**config.mk**
```make
export PLATFORM = sky130hd
export DESIGN_NAME = quad_pos_counter
export DESIGN_NICKNAME = d
export VERILOG_FILES = /design/src/rtl/quad_pos_counter.sv
export SDC_FILE = /design/constraint.sdc
export NUM_CORES = 1
export LEC_CHECK = 0
export CAP_MARGIN = 20
export CELL_PAD_IN_SITES_DETAIL_PLACEMENT = 0
export CELL_PAD_IN_SITES_GLOBAL_PLACEMENT = 1
export CORE_ASPECT_RATIO = 1.75
export CORE_MARGIN = 2
export CORE_UTILIZATION = 48
export CTS_CLUSTER_DIAMETER = 100
export DETAILED_ROUTE_END_ITERATION = 8
export GPL_TIMING_DRIVEN = 0
export PLACE_DENSITY_LB_ADDON = 0.1
export SYNTH_ARGS = -nofsm -noshare
export SYNTH_HDL_FRONTEND = slang
export SYNTH_SLANG_ARGS = --single-unit
```
**constraint.sdc**
```tcl
create_clock -name clk -period 12.4 [get_ports clk]
set_input_delay 3.1 -clock clk [delete_from_list [all_inputs] [get_ports clk]]
set_output_delay 3.1 -clock clk [all_outputs]
set_load 0.05 [all_outputs]
```
**src/rtl/quad_pos_counter.sv**
```systemverilog
module quad_pos_counter #(
  parameter int CNT_W      = 32,
  parameter int FIFO_DEPTH = 4
) (
  input  logic             clk,
  input  logic             rst_n,
  input  logic             arm,
  input  logic [1:0]       mode,
  input  logic             chan_a,
  input  logic             chan_b,
  input  logic             smp_clk,
  input  logic             fifo_pop,
  input  logic             err_clr,
  input  logic             ovf_clr,
  output logic [CNT_W-1:0] count,
  output logic [CNT_W-1:0] fifo_data,
  output logic             fifo_valid,
  output logic             fifo_full,
  output logic             overflow,
  output logic             trans_err
);
  localparam int PTR_W = (FIFO_DEPTH > 1) ? $clog2(FIFO_DEPTH) : 1;

  logic a_q, b_q, smp_q, primed;
  logic step_up, step_dn;
  logic [CNT_W-1:0] cnt_q;
  logic [CNT_W-1:0] mem [FIFO_DEPTH];
  logic [PTR_W:0] wr_ptr, rd_ptr;

  wire live    = primed & arm;
  wire a_chg   = chan_a ^ a_q;
  wire b_chg   = chan_b ^ b_q;
  wire illegal = live & a_chg & b_chg;
  wire a_up    = chan_a ^ chan_b;
  wire b_up    = ~(chan_a ^ chan_b);

  always_comb begin
    step_up = 1'b0;
    step_dn = 1'b0;
    if (live && !(a_chg && b_chg)) begin
      case (mode)
        2'd0: if (a_chg && !chan_b) begin
          step_up = chan_a;
          step_dn = ~chan_a;
        end
        2'd1: if (a_chg) begin
          step_up = a_up;
          step_dn = ~a_up;
        end
        default: if (a_chg) begin
          step_up = a_up;
          step_dn = ~a_up;
        end else if (b_chg) begin
          step_up = b_up;
          step_dn = ~b_up;
        end
      endcase
    end
  end

  always_ff @(posedge clk) begin
    if (!rst_n) begin
      a_q    <= 1'b0;
      b_q    <= 1'b0;
      smp_q  <= 1'b0;
      primed <= 1'b0;
      cnt_q  <= '0;
    end else begin
      a_q    <= chan_a;
      b_q    <= chan_b;
      smp_q  <= smp_clk;
      primed <= 1'b1;
      if (step_up)      cnt_q <= cnt_q + 1'b1;
      else if (step_dn) cnt_q <= cnt_q - 1'b1;
    end
  end

  wire empty    = (wr_ptr == rd_ptr);
  wire full     = (wr_ptr[PTR_W-1:0] == rd_ptr[PTR_W-1:0]) && (wr_ptr[PTR_W] != rd_ptr[PTR_W]);
  wire push_req = live & smp_clk & ~smp_q;
  wire do_push  = push_req & ~full;
  wire do_pop   = fifo_pop & ~empty;

  always_ff @(posedge clk) begin
    if (!rst_n) begin
      wr_ptr    <= '0;
      rd_ptr    <= '0;
      overflow  <= 1'b0;
      trans_err <= 1'b0;
    end else begin
      if (do_push) wr_ptr <= wr_ptr + 1'b1;
      if (do_pop)  rd_ptr <= rd_ptr + 1'b1;
      if (push_req && full) overflow <= 1'b1;
      else if (ovf_clr)     overflow <= 1'b0;
      if (illegal)          trans_err <= 1'b1;
      else if (err_clr)     trans_err <= 1'b0;
    end
  end

  always_ff @(posedge clk) begin
    if (do_push) mem[wr_ptr[PTR_W-1:0]] <= cnt_q;
  end

  assign count      = cnt_q;
  assign fifo_data  = mem[rd_ptr[PTR_W-1:0]];
  assign fifo_valid = ~empty;
  assign fifo_full  = full;
endmodule

```
==> results summary, run 1 <==
The longest clock path from root to sink contains 2 buffers. The internal power consumption came out at 1110 uW. The share of Yosys cell area claimed by the top area cell type came out at 47.6%. Buffers inserted to repair hold after CTS numbered 0. The area growth from synthesis to layout is 20.8%.

The instance count of the mapped netlist is 607. The initial antenna violation count came to 0. After Yosys synthesis, full adders, half adders and majority gates account for 5.91% of the synthesized area. After synthesis, the netlist uses 63 different library cells. The pre-CTS setup slack came out at 4.80 ns. The number of resized instances in the post-cts repair step came out at 0. The transition at the pin with the smallest max-transition slack came out at 0.899 ns.

The standard cell with the maximum stage delay on the critical path is sky130_fd_sc_hd__ha_1. The number of global-route vias before repair came out at 5520. The count of nets after finishing came out at 753. The horizontal die dimension came out at 102 um. In this run the tool buffered the top-level ports with 76 buffer cells. The H-tree was split into 4 levels. The core area is 16400 sq um.

Across all setup checks in the final design, the least slack found is 5.23 ns. The largest family of logic cells by synthesized area is compound AO/OA/AOI/OAI gates. After clock tree synthesis, the clock-pin slew on the worst setup and hold paths is 0.07 ns.

The critical path in this run is classified as in -> reg. The starting density of the core is 49.1%. Walking the worst path, the cells encountered are clkdlybuf4s50_1 -> inv_1 -> o22ai_1 -> a31oi_1 -> or3b_1 -> clkbuf_2 -> ha_1 -> nor2b_1 -> o2111ai_1 -> a2111oi_2 -> o2111ai_1 -> a21oi_1 -> o211ai_1 -> mux2_1 -> o22ai_1. In this run the clock root is driven by a sky130_fd_sc_hd__clkbuf_16.

Registers are responsible for 40.8% of the overall power. The post-detailed-route wirelength per cell is 20.1 um. Of all flip-flops after synthesis, the portion carrying an async set or reset was 0%. The combined global-route utilization of all metal layers came out at 22.6%. The number of antenna diodes came out at 0. The worst setup path is captured at a flip-flop. The number of setup buffers added after CTS is 0. Across the run, the number of max-cap violations was 0. The standard-cell row count came out at 62. The library cells used most frequently in the layout, excluding fill and tap cells, are 128 x sky130_fd_sc_hd__edfxtp_1, 76 x sky130_fd_sc_hd__clkdlybuf4s50_1, 57 x sky130_fd_sc_hd__a21oi_1. The final critical delay including setup and external delays came out at 7.17 ns. The iteration count of the initial detailed-routing pass came out at 5. The worst slew margin relative to its limit came out at 40.1%. The via count of the routed design came out at 5302. The multiplexer share of the synthesized area came out at 9.32%. The kind of start point of the critical path is an input port. The TritonCTS sink count came out at 174.

The total count of hold-check failures in the final report is 0. The HPWL after detailed placement is 13300 um. The complex-gate fraction of the synthesized area came out at 11.4%. The share of the clock period used by the worst path is 57.9%.

The first global-routing pass estimated 30000 um of wire. The final worst clock skew came out at 0.00886 ns. By area the synthesized netlist is led by sky130_fd_sc_hd__edfxtp_1 48%, sky130_fd_sc_hd__dfxtp_1 11%, sky130_fd_sc_hd__mux4_2 8.9%. The maximum number of pins on one net before global-route repair is 36.

The total of flip-flops plus latches after synthesis is 174. The clock group share of total power is 30.0%. The most used flip-flop cell after synthesis is sky130_fd_sc_hd__edfxtp_1. In this run switching power makes up 33.5% of total power. The total standard cell area after synthesis is 8080 sq um. The worst register-to-register path begins at b_q.

Yosys printed 0 warnings. In this run the count of I/O pins placed on the die edge is 79. The static power due to leakage is 0.00342 uW. The switching power total is 558 uW.

For this run, design rule violations remaining after detail routing come to 0. The number of pins with negative max-slew slack in the final report was 0. The synthesized design contains 128 enable-type register cells. Dividing total power by cell area gives a power density of 171 nW/um^2. The maximum resistive drop on vdd came out at 0.0000949 V.

The average cell area after synthesis came out at 13.3 sq um. The min-delay analysis places its worst path in the category reg -> reg. The number of nets with antenna violations after detailed routing is 0. Using the TritonRoute via totals, the vias-per-cell ratio works out to 5.62. The final instance area is 9760 sq um. The combinational share of power came out at 29.3%. The critical path contains buffers and inverters numbering 3 combined.

Of all cell types, the one taking the most synthesized area is sky130_fd_sc_hd__edfxtp_1. For this run, the slowest stage of the critical path takes 0.59 ns. After layout, the design draws a total of 1670 uW. The simple-gate area share of the yosys netlist came out at 8.84%. The most common cell after layout, fill and taps aside is sky130_fd_sc_hd__edfxtp_1. The final weighted congestion in routability-driven placement came out at 0.894. The area of placed instances is 9210 sq um.

The biggest fanout along the worst timing path came out at 35. After routing, the total negative slack on setup checks comes to 0 ns. Hold timing on the final database bottoms out at a slack of 0.484 ns. The share of layout cells above drive strength 1 came out at 11.7%. The overall overflow remaining after global route came out at 0. The arrival time reported for the critical path endpoint came out at 7.53 ns. The final wirelength came out at 19000 um.

The top achievable clock speed is 139 MHz. The die footprint came out at 17900 sq um. The post-synthesis share of cell area spent on xor and xnor gates is 3.47%. The total clock buffers created by CTS came out at 17. Clock latency on the worst-skew pair, taken at its later pin, is 0.43 ns. The overall die height is 176 um. The net count of the mapped netlist is 654. TritonCTS built the clock tree. The worst endpoint required time is 12.76 ns.

The number of endpoints failing setup at the final stage came out at 0. Setup repair after global routing left no endpoint under its margin. The run finished with clean final reports.

The number of DRC violations after detailed-routing iteration 0 came out at 214. The gate family responsible for the most delay along the worst path is compound AO/OA/AOI/OAI gates. In this run the most critical hold path is launched from overflow.

The critical path starts at mode[1]. The post-synthesis sequential area ratio is 59.0%.
==> per-stage QoR <==
stage / cells / util [%]
after floorplan: 607 / -
after global placement: 907 / 55.5
after detailed placement: 911 / 56.0
after CTS: 943 / 59.4
after global routing: 943 / 59.4
final: 943 / 59.4
==> final cells by class <==
| class | instances | area [sq um] |
|---|---|---|
| Inverter | 12 | 45.0 |
| Sequential cell | 174 | 4760 |
| Clock buffer | 17 | 425 |
| Clock inverter | 15 | 130 |
| Multi-Input combinational cell | 395 | 3160 |
| Buffer | 26 | 123 |
| Fill cell | 1412 | 6680 |
| Timing Repair Buffer | 80 | 841 |
| Tap cell | 224 | 280 |
==> synthesized netlist by cell type, types with 6 or more instances <==
| cell | count |
|---|---|
| sky130_fd_sc_hd__dfxtp_1 | 46 |
| sky130_fd_sc_hd__a21o_1 | 17 |
| sky130_fd_sc_hd__ha_1 | 35 |
| sky130_fd_sc_hd__and2_1 | 9 |
| sky130_fd_sc_hd__a21oi_1 | 57 |
| sky130_fd_sc_hd__a211oi_1 | 6 |
| sky130_fd_sc_hd__buf_1 | 6 |
| sky130_fd_sc_hd__nor2_1 | 30 |
| sky130_fd_sc_hd__o211ai_1 | 8 |
| sky130_fd_sc_hd__nand3_1 | 17 |
| sky130_fd_sc_hd__o21ai_0 | 12 |
| sky130_fd_sc_hd__nand2_1 | 53 |
| sky130_fd_sc_hd__xor2_1 | 12 |
| sky130_fd_sc_hd__mux4_2 | 32 |
| sky130_fd_sc_hd__o21ai_1 | 11 |
| sky130_fd_sc_hd__inv_1 | 11 |
| sky130_fd_sc_hd__edfxtp_1 | 128 |
| sky130_fd_sc_hd__xnor2_1 | 20 |
| sky130_fd_sc_hd__clkbuf_1 | 16 |
==> path summary, 6_finish.rpt <==
check | to | slack [ns] | cells after the start
setup / recovery | count[30] | 5.23 | 15
hold / removal | overflow | 0.48 | 2
setup reg to reg | count[30] | 8.11 | 14
hold reg to reg | overflow | 0.48 | 2
==> flip-flops by register name, summed over array words and instances (netlist names), named ones only <==
name       cells
mem          128
count         32
rd_ptr         3
wr_ptr         3
a_q            1
b_q            1
overflow       1
primed         1
smp_q          1
trans_err      1
==> power groups by stage <==
stage                     sequential [uW]  combinational (uW)  clock (uW)
after detailed placement              694                 486           0
final                                 680                 488         500
after global routing                  684                 529         531
after global placement                692                 484           0
after floorplan                       726                 322           0
after CTS                             681                 490         510
==> logic make-up (layout without fill, tap and decap cells) <==
group | Yosys count | after routing
flip-flops | 174 | 174
XOR/XNOR | 32 | 32
multiplexers | 35 | 35
buffers and inverters | 38 | 150
AO/OA/AOI/OAI | 143 | 143
adder cells (fa/ha/maj) | 38 | 38
AND/OR/NAND/NOR | 147 | 147
==> layer usage <==
layer / vias to the layer above / global-route usage, % / part of all wire [%]
met5: - / 0 / 0
met4: 0 / 9.50 / 2.9
met3: 27 / 4.02 / 3.2
met2: 113 / 41.4 / 56
met1: 2620 / 24.9 / 38
li1: 2542 / - / -
==> worst reg2reg max path, cell delays in order (launching register included) <==
cell                        delay [ns]
sky130_fd_sc_hd__dfxtp_1          0.38
sky130_fd_sc_hd__a21oi_1          0.09
sky130_fd_sc_hd__nor3_1           0.14
sky130_fd_sc_hd__a31oi_1          0.05
sky130_fd_sc_hd__or3b_1           0.37
sky130_fd_sc_hd__clkbuf_2         0.54
sky130_fd_sc_hd__ha_1             0.61
sky130_fd_sc_hd__nor2b_1          0.24
sky130_fd_sc_hd__o2111ai_1        0.17
sky130_fd_sc_hd__a2111oi_2        0.56
sky130_fd_sc_hd__o2111ai_1        0.23
sky130_fd_sc_hd__a21oi_1          0.26
sky130_fd_sc_hd__o211ai_1         0.14
sky130_fd_sc_hd__mux2_1           0.33
sky130_fd_sc_hd__o22ai_1          0.12
No activity file was read; power rests on OpenSTA's default activity.
==> run 2, diff against run 1 <==
Settings changed: CORE_UTILIZATION 48 to 43.
Clock period 12.4 ns to 6.4 ns, I/O delays scaled along.
==> run 2 against run 1 <==
Compared with the run above:
- hold slack got worse by 0.0032 ns
- largest power group unchanged
- sequential share of layout area decreased by 0.22 points
- sequential power increased by 94%
- critical path depth increased by 1
- power increased by 96%
- final cell count increased by 1.5%
- flip-flop and latch count unchanged
- via count increased by 1.0%
- global-route usage decreased by 2.1 points
- worst setup slack got worse by 4.5 ns
==> results summary, run 2 (synthesized netlist as in run 1, its figures left out) <==
In this run the vertical extent of the chip is 185 um. The combined global-route utilization of all metal layers came out at 20.4%. The combinational share of power came out at 28.8%. The critical path runs through a total of 16 cells. The starting density of the core came out at 43.7%. The internal power consumption came out at 2190 uW.

The standard cell with the maximum stage delay on the critical path is sky130_fd_sc_hd__clkbuf_2. The final critical delay including setup and external delays is 5.69 ns. The count of nets after finishing came out at 753. The path class of the tightest hold or removal check is reg -> reg.

The worst setup path is captured at a flip-flop. The worst slew margin relative to its limit came out at 40.3%. The total count of hold-check failures in the final report is 0. For the pin with the worst max-slew slack, the measured transition is 0.895 ns. After detailed routing, the total wire length is 19500 um. The flow ran to the end, and the final reports show no timing, DRC or antenna violations. The tree is rooted in a sky130_fd_sc_hd__clkbuf_16. Traced cell by cell, the critical path runs through clkdlybuf4s50_1 -> inv_1 -> o22ai_1 -> a31oi_1 -> or3b_1 -> clkbuf_2 -> ha_1 -> buf_6 -> and4_1 -> a221o_1 -> a21o_1 -> a311o_1 -> a31oi_4 -> o31ai_2 -> or3_1 -> o211ai_1. The number of resized instances in the post-cts repair step came out at 0. The power share of the sequential group is 40.3%. The maximum number of pins on one net before global-route repair came out at 36. Setup repair after global routing left no endpoint under its margin.

The number of antenna diodes came out at 0. The switching power total is 1080 uW. The overall overflow remaining after global route came out at 0. The delay of the slowest cell on the worst path came out at 0.54 ns. The worst setup path is launched from an input port. Overall power consumption after layout is estimated at 3270 uW.

The iteration count of the initial detailed-routing pass came out at 5. Derived from the worst setup path, the maximum achievable clock frequency is 176 MHz. The share of the clock period used by the worst path came out at 88.8%. The worst hold slack came out at 0.481 ns.

The number of cells on the worst hold path came out at 2. In the final layout, the share of cells above drive strength 1 is 12.0%. In this run, the clock network consumes 31.0% of the power. The deepest clock path buffer count came out at 2. The initial antenna violation count is 0. The number of endpoints failing setup at the final stage is 0. The global-route wire length before repair is 30000 um.

The count of buffers from port buffering came out at 76. The congestion estimate from routability-driven global placement came to 0.857. The horizontal die dimension came out at 108 um. The worst reg-to-reg path cell count came out at 15. Clock-pin slew was measured on the worst setup and hold paths at 0.07 ns.

Dividing the detail-routed via count by the number of cells gives 5.60. The final routed DRC violation total is 0. Of the total power, the share spent switching nets is 33.0%.

TritonCTS built the clock tree. The flip-flop count of the largest register, all copies and words added came out at 128. The arrival time reported for the critical path endpoint is 6.03 ns. The worst endpoint required time came out at 6.74 ns. The core area came out at 18500 sq um. For this design, the CTS-stage hold fixing added 0 buffers. The die footprint is 19900 sq um. The count of maximum capacitance violations is 0. Summed over all nets, the half-perimeter wirelength after detailed placement is 14100 um. The TritonCTS sink count came out at 174.

The final worst clock skew came out at 0.00846 ns. After filler insertion, the fill cell instance count of the layout stands at 1648. The count of buffer and inverter cells on the critical path is 4. The via count of the routed design came out at 5356. The clock latency at the later pin of the worst-skew pair came out at 0.42 ns. The setup path with the least slack is of type in -> reg. The number of pins with negative max-slew slack in the final report came out at 0. The number of DRC violations after detailed-routing iteration 0 came out at 248. The floorplan has 66 rows. The power density of the placed cells came out at 334 nW/um^2. The static power due to leakage came out at 0.00344 uW. The total clock buffers created by CTS is 17. The post-detailed-route wirelength per cell is 20.4 um.

The deepest level of the CTS H-tree came out at 4. Grouping stages by cell kind, the critical path spends the most delay in compound AO/OA/AOI/OAI gates. From synthesis to final layout, the design area changed by 21.4%. Buffers added to address setup during post-CTS repair amount to 0. The library cell used most frequently in the layout, excluding fill and tap cells, is sky130_fd_sc_hd__edfxtp_1. The biggest fanout along the worst timing path is 35. The number of global-route vias before repair is 5413. The cell count after placement is 925.

In the layout the commonest cells are 128 x sky130_fd_sc_hd__edfxtp_1, 76 x sky130_fd_sc_hd__clkdlybuf4s50_1, 57 x sky130_fd_sc_hd__a21oi_1. The number of nets with antenna violations after detailed routing came out at 0. Leaving out filler cells and counting taps, the final layout contains 957.

The maximum resistive drop on vdd came out at 0.000186 V. In this run the count of I/O pins placed on the die edge is 79.
run 2: cell types whose count changed in the layout (fill, tap and decap cells not counted), moves of 2 or more:
cell / previous run / this run
sky130_fd_sc_hd__clkinv_1: 3 / 0
sky130_fd_sc_hd__clkinv_2: 0 / 2
sky130_fd_sc_hd__clkinv_4: 0 / 4
sky130_fd_sc_hd__clkinvlp_4: 3 / 0
sky130_fd_sc_hd__inv_6: 4 / 2
run 2: path summary, 6_finish.rpt:
check | slack [ns] | from | end
setup / recovery | 0.71 | mode[1] | count[31]
hold / removal | 0.48 | overflow | overflow
setup reg to reg | 2.09 | b_q | count[31]
hold reg to reg | 0.48 | overflow | overflow
run 2: per-layer routing:
metal | track usage, % | up-vias | part of all wire, % | wire length (um)
met5 | 0 | - | 0 | 0
met4 | 7.38 | 0 | 2.0 | 390
met3 | 2.78 | 17 | 2.8 | 555
met2 | 40.0 | 125 | 59 | 11400
met1 | 21.7 | 2677 | 37 | 7120
li1 | - | 2537 | - | -
run 2: power by group through the flow:
stage               registers (uW)  logic, uW  clock network (uW)
global route                  1330       1020                1070
floorplan                     1410        623                   0
finish                        1320        941                1010
CTS                           1320        944                1040
detailed placement            1350        937                   0
global placement              1340        934                   0
run 2: layout make-up:
cell class / count / area, sq um / share of cell area [%]
timing repair buffer: 80 / 841 / 8.57
clock buffer: 18 / 429 / 4.38
inverter: 12 / 45.0 / 0.459
tap: 238 / 298 / 3.04
sequential: 174 / 4760 / 48.6
buffer: 26 / 123 / 1.25
clock inverter: 14 / 154 / 1.57
multi-input combinational: 395 / 3160 / 32.2
run 2: worst reg2reg max path, cell delays in order, from the launching register on:
cell	delay [ns]
sky130_fd_sc_hd__dfxtp_1	0.39
sky130_fd_sc_hd__a21oi_1	0.08
sky130_fd_sc_hd__nor3_1	0.16
sky130_fd_sc_hd__a31oi_1	0.06
sky130_fd_sc_hd__or3b_1	0.38
sky130_fd_sc_hd__clkbuf_2	0.54
sky130_fd_sc_hd__ha_1	0.55
sky130_fd_sc_hd__buf_6	0.14
sky130_fd_sc_hd__and4_1	0.22
sky130_fd_sc_hd__a221o_1	0.30
sky130_fd_sc_hd__a21o_1	0.21
sky130_fd_sc_hd__a311o_1	0.39
sky130_fd_sc_hd__a31oi_4	0.22
sky130_fd_sc_hd__o31ai_2	0.13
sky130_fd_sc_hd__or3_1	0.36
sky130_fd_sc_hd__o211ai_1	0.09
run 2: through the flow:
stage                     utilization, %  worst slack, ns  TNS, ns  cell area (sq um)
after floorplan                        -             1.06        0               8080
after global placement              49.4           -0.182   -0.481               9140
after detailed placement            49.9            0.289        0               9230
after CTS                           53.0            0.716        0               9810
after global routing                53.0            0.468        0               9810
final                               53.0            0.714        0               9810
